### src/rtl/rxfs_pkg.sv
package rxfs_pkg;
  // Number of error flags carried with each character: {break, framing, parity}
  localparam int FLAG_W = 3;

  // Strobes from the control section to the datapath
  typedef struct packed {
    logic wrEn;        // store the pushed character
    logic rdEn;        // retire the oldest character
    logic arrivePush;  // pushed character becomes the oldest entry
    logic arriveNext;  // entry behind the oldest becomes the oldest
    logic overrunSet;  // push refused because the FIFO is full
    logic clearErr;    // clear accumulated errors and overrun
  } rxfsStrobes_t;
endpackage

### src/rtl/rxfs_ctrl.sv
module rxfs_ctrl
  import rxfs_pkg::*;
#(
  parameter int DEPTH = 16,
  localparam int PTR_W = $clog2(DEPTH),
  localparam int CNT_W = PTR_W + 1
) (
  input  logic             clk,
  input  logic             rstN,
  input  logic             pushValid,
  input  logic             popReq,
  input  logic             errReset,
  input  logic             startBit,
  input  logic             autoRtsEn,
  input  logic             rtsOnCmd,
  input  logic             rtsOffCmd,
  output rxfsStrobes_t     strb,
  output logic [PTR_W-1:0] wrPtr,
  output logic [PTR_W-1:0] rdPtr,
  output logic [CNT_W-1:0] fillCount,
  output logic             empty,
  output logic             full,
  output logic             rtsN
);
  localparam int RTS_LEVEL = (DEPTH * 3) / 4;

  logic popOk;
  logic pushOk;
  logic autoHold;
  logic aboveMark;

  assign empty     = (fillCount == '0);
  assign full      = (fillCount == CNT_W'(DEPTH));
  assign aboveMark = (fillCount >= CNT_W'(RTS_LEVEL));

  // A pop on an empty FIFO is ignored; a full FIFO accepts a push only alongside a pop
  assign popOk  = popReq && !empty;
  assign pushOk = pushValid && (!full || popOk);

  always_comb begin
    strb            = '0;
    strb.wrEn       = pushOk;
    strb.rdEn       = popOk;
    strb.arriveNext = popOk && (fillCount >= CNT_W'(2));
    strb.arrivePush = pushOk && (empty || (popOk && fillCount == CNT_W'(1)));
    strb.overrunSet = pushValid && !pushOk;
    strb.clearErr   = errReset;
  end

  always_ff @(posedge clk) begin
    if (!rstN) begin
      wrPtr     <= '0;
      rdPtr     <= '0;
      fillCount <= '0;
    end else begin
      if (pushOk) wrPtr <= wrPtr + 1'b1;
      if (popOk)  rdPtr <= rdPtr + 1'b1;
      case ({pushOk, popOk})
        2'b10:   fillCount <= fillCount + 1'b1;
        2'b01:   fillCount <= fillCount - 1'b1;
        default: fillCount <= fillCount;
      endcase
    end
  end

  // RTS: host commands first, then automatic negate and return
  always_ff @(posedge clk) begin
    if (!rstN) begin
      rtsN     <= 1'b1;
      autoHold <= 1'b0;
    end else if (rtsOffCmd) begin
      rtsN     <= 1'b1;
      autoHold <= 1'b0;
    end else if (rtsOnCmd) begin
      rtsN     <= 1'b0;
      autoHold <= 1'b0;
    end else if (!autoRtsEn) begin
      autoHold <= 1'b0;
    end else if (startBit && aboveMark) begin
      rtsN     <= 1'b1;
      autoHold <= 1'b1;
    end else if (autoHold && !aboveMark) begin
      rtsN     <= 1'b0;
      autoHold <= 1'b0;
    end
  end

  assert_count_range_R1: assert property (@(posedge clk) disable iff (!rstN)
    fillCount <= CNT_W'(DEPTH));

  assert_full_write_R5: assert property (@(posedge clk) disable iff (!rstN)
    full && pushValid && !popReq |=> full && $stable(wrPtr));

  assert_empty_pop_R6: assert property (@(posedge clk) disable iff (!rstN)
    empty && popReq && !pushValid |=> empty && $stable(rdPtr));

  assert_auto_drop_R7: assert property (@(posedge clk) disable iff (!rstN)
    autoRtsEn && startBit && aboveMark && !rtsOnCmd && !rtsOffCmd |=> rtsN);

  assert_host_off_R9: assert property (@(posedge clk) disable iff (!rstN)
    rtsOffCmd |=> rtsN);

  assert_host_on_R9: assert property (@(posedge clk) disable iff (!rstN)
    rtsOnCmd && !rtsOffCmd |=> !rtsN);
endmodule

### src/rtl/rxfs_datapath.sv
module rxfs_datapath
  import rxfs_pkg::*;
#(
  parameter int DATA_W = 8,
  parameter int DEPTH  = 16,
  localparam int PTR_W = $clog2(DEPTH)
) (
  input  logic              clk,
  input  logic              rstN,
  input  rxfsStrobes_t      strb,
  input  logic [PTR_W-1:0]  wrPtr,
  input  logic [PTR_W-1:0]  rdPtr,
  input  logic              empty,
  input  logic              full,
  input  logic              blockMode,
  input  logic [DATA_W-1:0] pushData,
  input  logic [FLAG_W-1:0] pushFlags,
  output logic [DATA_W-1:0] rxData,
  output logic [7:0]        statusByte
);
  logic [DATA_W-1:0] dataMem [DEPTH];
  logic [FLAG_W-1:0] flagMem [DEPTH];
  logic [DATA_W-1:0] lastPopped;
  logic [FLAG_W-1:0] blockAcc;
  logic [FLAG_W-1:0] arriveFlags;
  logic [FLAG_W-1:0] flagsOut;
  logic [PTR_W-1:0]  nextRd;
  logic              overrunFlag;

  assign nextRd = rdPtr + 1'b1;

  // Storage: the data and flag arrays are written together on every accepted push
  always_ff @(posedge clk) begin
    if (strb.wrEn) begin
      dataMem[wrPtr] <= pushData;
      flagMem[wrPtr] <= pushFlags;
    end
  end

  always_ff @(posedge clk) begin
    if (!rstN)          lastPopped <= '0;
    else if (strb.rdEn) lastPopped <= dataMem[rdPtr];
  end

  // Flags of the character that becomes the oldest entry this cycle
  always_comb begin
    if (strb.arriveNext)      arriveFlags = flagMem[nextRd];
    else if (strb.arrivePush) arriveFlags = pushFlags;
    else                      arriveFlags = '0;
  end

  always_ff @(posedge clk) begin
    if (!rstN) begin
      blockAcc    <= '0;
      overrunFlag <= 1'b0;
    end else begin
      blockAcc    <= (strb.clearErr ? '0 : blockAcc) | arriveFlags;
      overrunFlag <= (strb.clearErr ? 1'b0 : overrunFlag) | strb.overrunSet;
    end
  end

  always_comb begin
    if (blockMode)  flagsOut = blockAcc;
    else if (empty) flagsOut = '0;
    else            flagsOut = flagMem[rdPtr];
  end

  assign rxData     = empty ? lastPopped : dataMem[rdPtr];
  assign statusByte = {flagsOut, overrunFlag, 2'b00, full, !empty};

  assert_acc_sticky_R3: assert property (@(posedge clk) disable iff (!rstN)
    !strb.clearErr |=> ((blockAcc & $past(blockAcc)) == $past(blockAcc)));

  assert_overrun_set_R5: assert property (@(posedge clk) disable iff (!rstN)
    strb.overrunSet |=> statusByte[4]);

  assert_overrun_hold_R4: assert property (@(posedge clk) disable iff (!rstN)
    overrunFlag && !strb.clearErr |=> overrunFlag);
endmodule

### src/rtl/rx_fifo_status_rts.sv
module rx_fifo_status_rts
  import rxfs_pkg::*;
#(
  parameter int DATA_W = 8,
  parameter int DEPTH  = 16,
  localparam int PTR_W = $clog2(DEPTH),
  localparam int CNT_W = PTR_W + 1
) (
  input  logic              clk,
  input  logic              rstN,
  input  logic              pushValid,
  input  logic [DATA_W-1:0] pushData,
  input  logic              pushFrameErr,
  input  logic              pushParityErr,
  input  logic              pushBreak,
  input  logic              startBit,
  input  logic              popReq,
  input  logic              errReset,
  input  logic              blockMode,
  input  logic              autoRtsEn,
  input  logic              rtsOnCmd,
  input  logic              rtsOffCmd,
  output logic [DATA_W-1:0] rxData,
  output logic [7:0]        statusByte,
  output logic [CNT_W-1:0]  fillCount,
  output logic              rtsN
);
  rxfsStrobes_t     strb;
  logic [PTR_W-1:0] wrPtr;
  logic [PTR_W-1:0] rdPtr;
  logic             empty;
  logic             full;

  rxfs_ctrl #(.DEPTH(DEPTH)) u_ctrl (
    .clk(clk), .rstN(rstN), .pushValid(pushValid), .popReq(popReq),
    .errReset(errReset), .startBit(startBit), .autoRtsEn(autoRtsEn),
    .rtsOnCmd(rtsOnCmd), .rtsOffCmd(rtsOffCmd), .strb(strb),
    .wrPtr(wrPtr), .rdPtr(rdPtr), .fillCount(fillCount),
    .empty(empty), .full(full), .rtsN(rtsN)
  );

  rxfs_datapath #(.DATA_W(DATA_W), .DEPTH(DEPTH)) u_dp (
    .clk(clk), .rstN(rstN), .strb(strb), .wrPtr(wrPtr), .rdPtr(rdPtr),
    .empty(empty), .full(full), .blockMode(blockMode), .pushData(pushData),
    .pushFlags({pushBreak, pushFrameErr, pushParityErr}),
    .rxData(rxData), .statusByte(statusByte)
  );
endmodule

### config.mk
export PLATFORM = sky130hd
export DESIGN_NAME = rx_fifo_status_rts
export DESIGN_NICKNAME = d
export VERILOG_FILES = /design/src/rtl/rxfs_pkg.sv /design/src/rtl/rxfs_ctrl.sv /design/src/rtl/rxfs_datapath.sv /design/src/rtl/rx_fifo_status_rts.sv
export SDC_FILE = /design/constraint.sdc
export NUM_CORES = 1
export LEC_CHECK = 0
export ABC_AREA = 1
export BUFFER_PORTS_ARGS = -buffer_cell sky130_fd_sc_hd__clkbuf_2
export CORE_MARGIN = 2
export CORE_UTILIZATION = 33
export CTS_CLUSTER_SIZE = 30
export DETAILED_ROUTE_END_ITERATION = 10
export PLACE_DENSITY = 0.59
export SLEW_MARGIN = 10
export SYNTH_ARGS = -nofsm -noshare
export SYNTH_HDL_FRONTEND = slang
export SYNTH_SLANG_ARGS = --single-unit
### constraint.sdc
create_clock -name clk -period 3 [get_ports clk]
set_clock_uncertainty 0.15 [all_clocks]
set_input_delay 0.3 -clock clk [delete_from_list [all_inputs] [get_ports clk]]
set_output_delay 0.3 -clock clk [all_outputs]
set_load 0.03 [all_outputs]
### Word-level counts from Yosys, hierarchy flattened

Memories as Yosys holds them, arrays and structs flattened. A register that Yosys moved wholly into a read port is not among the register bits.
Cells that the tools add are included.

| word-level totals | value |
|---|---|
| memory bits (writable) | 176 |
| word-level logic and storage cells | 64 |
| output and inout bits | 22 |
| flip-flop bits (word level) | 27 |
| memories kept | 2 |
| input port bits | 21 |

| cells by class | value |
|---|---|
| reductions and logical operators | 22 |
| equality and inequality tests | 4 |
| bitwise logic cells | 4 |
| add/subtract/negate cells | 4 |
| magnitude comparators | 2 |
| mux-type cells | 18 |

Memory list:

| name | depth | width | read ports | clocked after Yosys merged registers in | wr ports | line | RTL |
|---|---|---|---|---|---|---|---|
| u_dp.dataMem | 16 | 8 | 1 | 1 | 1 | rxfs_datapath.sv:21 | `logic [DATA_W-1:0] dataMem [DEPTH];` |
| u_dp.flagMem | 16 | 3 | 2 | 1 | 1 | rxfs_datapath.sv:22 | `logic [FLAG_W-1:0] flagMem [DEPTH];` |

Operator list:

| cell | count |
|---|---|
| 4-bit two-way mux | 4 |
| 3-bit two-way mux | 5 |
| 5-bit case mux with 2 select lines | 1 |
| 4-bit by 1-bit adder with 4-bit output (second input constant) | 2 |
| 1-bit logical AND | 8 |
| 8-bit two-way mux | 1 |
| 1-bit two-way mux | 7 |
| 2-bit nonzero test | 3 |
| 5-bit by 1-bit adder with 5-bit output (second input constant) | 1 |
| 5-bit by 1-bit == test with 1-bit output (second input constant) | 1 |
| 5-bit == test (second input constant) | 1 |
| 5-bit by 2-bit >= comparator with 1-bit output (second input constant) | 1 |
| 5-bit by 4-bit >= comparator with 1-bit output (second input constant) | 1 |
| 5-bit zero test | 1 |
| 5-bit by 1-bit subtractor with 5-bit output (second input constant) | 1 |
| 1-bit zero test | 4 |
| 4-bit OR reduction | 1 |
| 3-bit OR | 1 |
| 3-bit nonzero test | 1 |
| 2-bit by 1-bit == test with 1-bit output (second input constant) | 1 |
| 2-bit == test (second input constant) | 1 |
| 1-bit logical OR | 2 |
| 1-bit NOT | 2 |
| 2-bit AND reduction | 1 |
| 2 further kinds | 2 |

### Logic depth before layout (Yosys ltp)

| depth | value |
|---|---|
| depth in word-level cells | 9 |
| mapped depth | 15 |
| depth with buffers taken out | 14 |

### Cells and area by module

A second synthesis with hierarchy kept.

| unflattened totals | value |
|---|---|
| cell total of the unflattened synthesis | 934 |
| area, all modules | 9,246.4 sq um |

Modules (own cells, without submodules):

| module | sequential area each (sq um) | cells an instance | instances | area each (sq um) |
|---|---|---|---|---|
| rxfs_datapath | 5,525.3 | 796 | 1 | 8,236.6 |
| rxfs_ctrl | 300.3 | 138 | 1 | 1,009.7 |

### Least setup slack after synthesis

OpenSTA, ideal clock, no wires.

| timing path | value |
|---|---|
| kind | flip-flop to flip-flop |
| from | reg u_ctrl.fillCount[0] |
| to | reg u_ctrl.fillCount[3] |
| arrival | 2.187 ns |
| clock period less this slack | 2.457 ns |
| buffers on the path | 1 |
| library setup time | 0.119 ns |
| stages on the path, launching flop included | 13 |
| path slack | 0.543 ns |
| required time | 2.731 ns |
| path through | dfxtp_1 -> inv_1 -> ha_1 -> nand3_2 -> nand2_1 -> inv_2 -> buf_2 -> ha_1 -> nor2_1 -> inv_1 -> a22o_1 -> o21ai_0 -> a21oi_1 |

| on the way | value |
|---|---|
| longest elaborated chain between the ends | 7 |
| elaborated cells on any way between the ends | 13 |
| classes of those cells | 2 x add/sub; 3 x eq/ne; 1 x mux; 7 x reduce/logical |

RTL lines:

| element | line | RTL |
|---|---|---|
| from (decl) | rxfs_ctrl.sv:20 | `output logic [CNT_W-1:0] fillCount,` |
| from (signal assigned) | rxfs_ctrl.sv:59 | `2'b10: fillCount <= fillCount + 1'b1;` |
| from (signal assigned) | rxfs_ctrl.sv:60 | `2'b01: fillCount <= fillCount - 1'b1;` |
| from (signal assigned) | rxfs_ctrl.sv:61 | `default: fillCount <= fillCount;` |
| 5-bit zero test * | rxfs_ctrl.sv:32 | `assign empty = (fillCount == '0);` |
| 1-bit zero test * | rxfs_ctrl.sv:37 | `assign popOk = popReq && !empty;` |
| 1-bit logical AND * | rxfs_ctrl.sv:37 |  |
| named net u_ctrl.popOk | rxfs_ctrl.sv:27 | `logic popOk;` |
| 1-bit logical OR | rxfs_ctrl.sv:38 | `assign pushOk = pushValid && (!full \|\| popOk);` |
| 1-bit logical AND | rxfs_ctrl.sv:38 |  |
| 2-bit by 1-bit == test with 1-bit output / 2-bit == test (equally long branches) | rxfs_ctrl.sv:58 | `case ({pushOk, popOk})` |
| 5-bit case mux with 2 select lines / 2-bit nonzero test (equally long branches) | -- |  |

Mark *: on every way through the listed nets, which the timed path passes. The rest lies on a longest branch.
A chain may end at the register's enable or synchronous reset.

==> results list <==
- The worst path meets setup with approximately 230 ps of slack.
- Top fanout value on the critical path: 57
- Number of clock buffers inserted by TritonCTS: 22
- In the finished design, the share of the clock period the worst path needs comes to 0.9231.
- Starting DRT DRC Count: around 580
* Hold Fails Final Rpt: 0
- Clock-pin slew was measured on the worst setup and hold paths at 60 ps.
- Via count of the first global-routing pass: 6455
* Netlist area before placement: roughly 9600 um2
- Number of max-capacitance violations reported: 0
* Setup crit start kind: register
- GRT Util Overall: 0.1538
- Critical path type: register to output port
* Reg-to-reg endpoint: u_ctrl.fillCount[3]
- The share of synthesized area in the top cell type comes to 0.5533.
- The worst setup path is captured at an output port.
- Seq/Total Area, Yosys: 0.6183
- ANT cells: 0
- In this run the power density over the cells is roughly 820 nW/um2.
- Synthesis produced a netlist whose cell count is 932.
- The congestion estimate from routability-driven global placement came to around 0.85.
- CTS placed an instance of clkbuf_16 at the clock tree root.
- Total congestion overflow: 0
- Critical Path Sink: rxData[0]
* Syn-to-layout area delta: 13.85%
* Final-report max-slew violation count: 0
* CTS tree: yes
- Counting flops and latches in the post-synthesis netlist gives roughly 210.
- Clock sink count: between 200 and 250
* Final sum of negative setup slack: 0 ps
- The number of antenna violations at the first check in global routing is 0.
* Most frequent cell after synthesis: nand2_1
- Routed len/inst: approximately 17 um
- On the worst path, the slowest cell contributes a delay of around 510 ps.
- Initial Util: 0.3337
- Once detail routing completed, the nets flagged for antenna violations numbered 0.
- In the final layout, the share of cells above drive strength 1 is 0.1246.
- Via density per instance: 4.826
* Final routed wirelength across all metal layers: between 20000 and 25000 um
- Time the worst path needs with I/O delays and setup: 2769 ps
* Number of placement rows: slightly above 60
- Static timing analysis puts the maximum clock frequency at 361.1 MHz.
- Worst setup timing slack at the placement stage: about 600 ps
* Actual transition at the worst max-transition pin: around 770 ps
* Deepest clock path buffer count: 3
- Cell chain of the critical path: buf_12, o211ai_1, nand3_1, nand3_1, nand2_1, nand2_1, o21ai_1, clkbuf_2
* Post-synth cell types: 32
- Detailed placement finished with a half-perimeter wire length of ~15000 um.
- Setup slack of the worst register-to-register path: between 500 and 600 ps
* H-tree depth reported by CTS: 1
- Of all flip-flops after synthesis, the portion carrying an async set or reset was 0.
* First-pass iteration count of the detailed router: 5
- Number of nets in the layout: between 1k and 1.5k
- The analysis attributes to cell leakage a power of between 0.004 and 0.005 uW.
* Post-synth top flop: edfxtp_1
* Arr. time, crit path: between 2000 and 2500 ps
- Number of input and output port buffers inserted: 40
* Maximum ir drop on the vdd rail: 0.3910 mV
- STA puts the critical path data required time at 2550 ps.
* Depth of the worst register-to-register path: 11
* Count of flip-flops with a built-in enable after synthesis: about 180
- In the routed design, unresolved DRC markers number 0.
- Result of the run: completed
* Maximum number of pins on one net before global-route repair: 62
- Global-route wire length before repair: 36920 um
- Hold Slack: around 60 ps
- Io pins: between 40 and 50
- CP max-delay cell: dfxtp_4
- Launching point of the worst reg2reg path: u_ctrl.fillCount[0]
- Gates resized, CTS repair: 0
* Area inside the core boundary: 28630 um2
- Total number of vias: ~6.7k
* Cell types with the largest area share after synthesis: edfxtp_1, nand2_1, dfxtp_1
- The die is 174.1 um wide.
- The Yosys step of the flow raised 0 warnings.
* Leading post-synthesis cells by instance count: nand2_1, edfxtp_1, inv_1, nand3_1, o211ai_1
- The synthesized design spends more area on one cell type than any other, namely edfxtp_1.
* Max-slew headroom: 0.4798
* Post-CTS setup buffers: 0
* Class of the worst hold path: input port to register
* Final setup viols: 0
- For the worst-skew pair, the clock arrives at the later sink with an insertion delay of roughly 500 ps.
- Avg Synthesized Cell Area: approximately 10 um2
- The die is between 150 and 200 um tall.
- Setup repair after global routing left no endpoint under its margin.
* Die Outline Area: 30320 um2
layout make-up:
class	count	area (um2)
fillers	2805	17750
flip-flops and latches	207	5911
multi-input cells	521	2701
clock buffers	24	579.3
inverters	153	576.8
repair buffers	74	523.0
well taps	384	480.5
clock inverters	16	102.6
worst max-delay path: cells and delay by family, from the launching register on:
| family | cells | cell delay (ps) |
|---|---|---|
| and+or+nand+nor | 4 | 460 |
| AOI/OAI and AO/OA | 2 | 290 |
| DFF | 1 | 510 |
| buffers and inverters | 2 | 530 |
worst min path at each step:
stage,cells past startpoint,from,end,slack [ps]
finish,3,rstN,u_ctrl.fillCount[2],60
global route,3,rstN,u_ctrl.fillCount[3],70
CTS,3,rstN,u_ctrl.fillCount[2],50
detailed placement,2,u_dp.overrunFlag,u_dp.overrunFlag,310
global placement,2,u_dp.overrunFlag,u_dp.overrunFlag,300
floorplan,1,rtsOnCmd,u_ctrl.autoHold,230
routing by layer:
metal | global-route usage | share of wire | vias to the layer above
li1 | - | - | 3259
met5 | 0 | 0 | -
met3 | 0.02078 | 0.058 | 22
met2 | 0.2566 | 0.48 | 168
met1 | 0.2139 | 0.45 | 3206
met4 | 0.03396 | 0.014 | 0
cells by family (layout without fill, tap and decap cells):
logic type | Yosys count | after routing | synth area share
xor+xnor | 5 | 5 | 0.004586
other cells | 1 | 2 | 0.0003926
simple gates | 342 | 342 | 0.1530
compound gates | 162 | 162 | 0.1113
flops | 207 | 207 | 0.6183
fa+ha+maj | 10 | 10 | 0.01310
buf+inv | 205 | 267 | 0.09929
through the flow:
stage | area [um2] | utilization | power, uW | std cells
floorplan | 9555 | - | 5634 | 933
global placement | 10120 | 0.3536 | 6396 | 1332
detailed placement | 10120 | 0.3536 | 6424 | 1332
CTS | 10870 | 0.3799 | 9017 | 1379
global route | 10870 | 0.3799 | 9464 | 1379
finish | 10870 | 0.3799 | 8941 | 1379
cells in the final DEF (no fill, tap or decap), types with 17 or more instances in the layout:
master,n
dfxtp_1,29
clkbuf_2,40
o21ai_1,17
buf_4,23
edfxtp_1,176
nand3_1,116
nor2_1,34
clkbuf_16,23
a21oi_1,39
o211ai_1,59
o21ai_0,31
inv_1,149
nand2_1,182
power by group:
group | internal, uW | leakage, uW | switching [uW] | total, uW
registers | 3260 | 0.00185 | 104 | 3360
logic | 917 | 0.00206 | 2080 | 3000
clock network | 1480 | 0.000346 | 1100 | 2580
total | 5650 | 0.00425 | 3290 | 8940
registers in the layout, indices dropped and copies added (netlist names), 3 cells and up, named ones only:
signal / count
u_ctrl.rdPtr: 4
u_dp.blockAcc: 3
u_ctrl.fillCount: 5
u_dp.dataMem: 128
u_ctrl.wrPtr: 4
u_dp.lastPopped: 8
u_dp.flagMem: 48
what timing repair did:
| item | 4_1_cts | 5_1_grt |
|---|---|---|
| endpoints found under the setup margin | 0 | 0 |
| hold buffers | 7 | 0 |
| endpoints found under the hold margin | 4 | 0 |
Power figures use the tool's default switching activity.
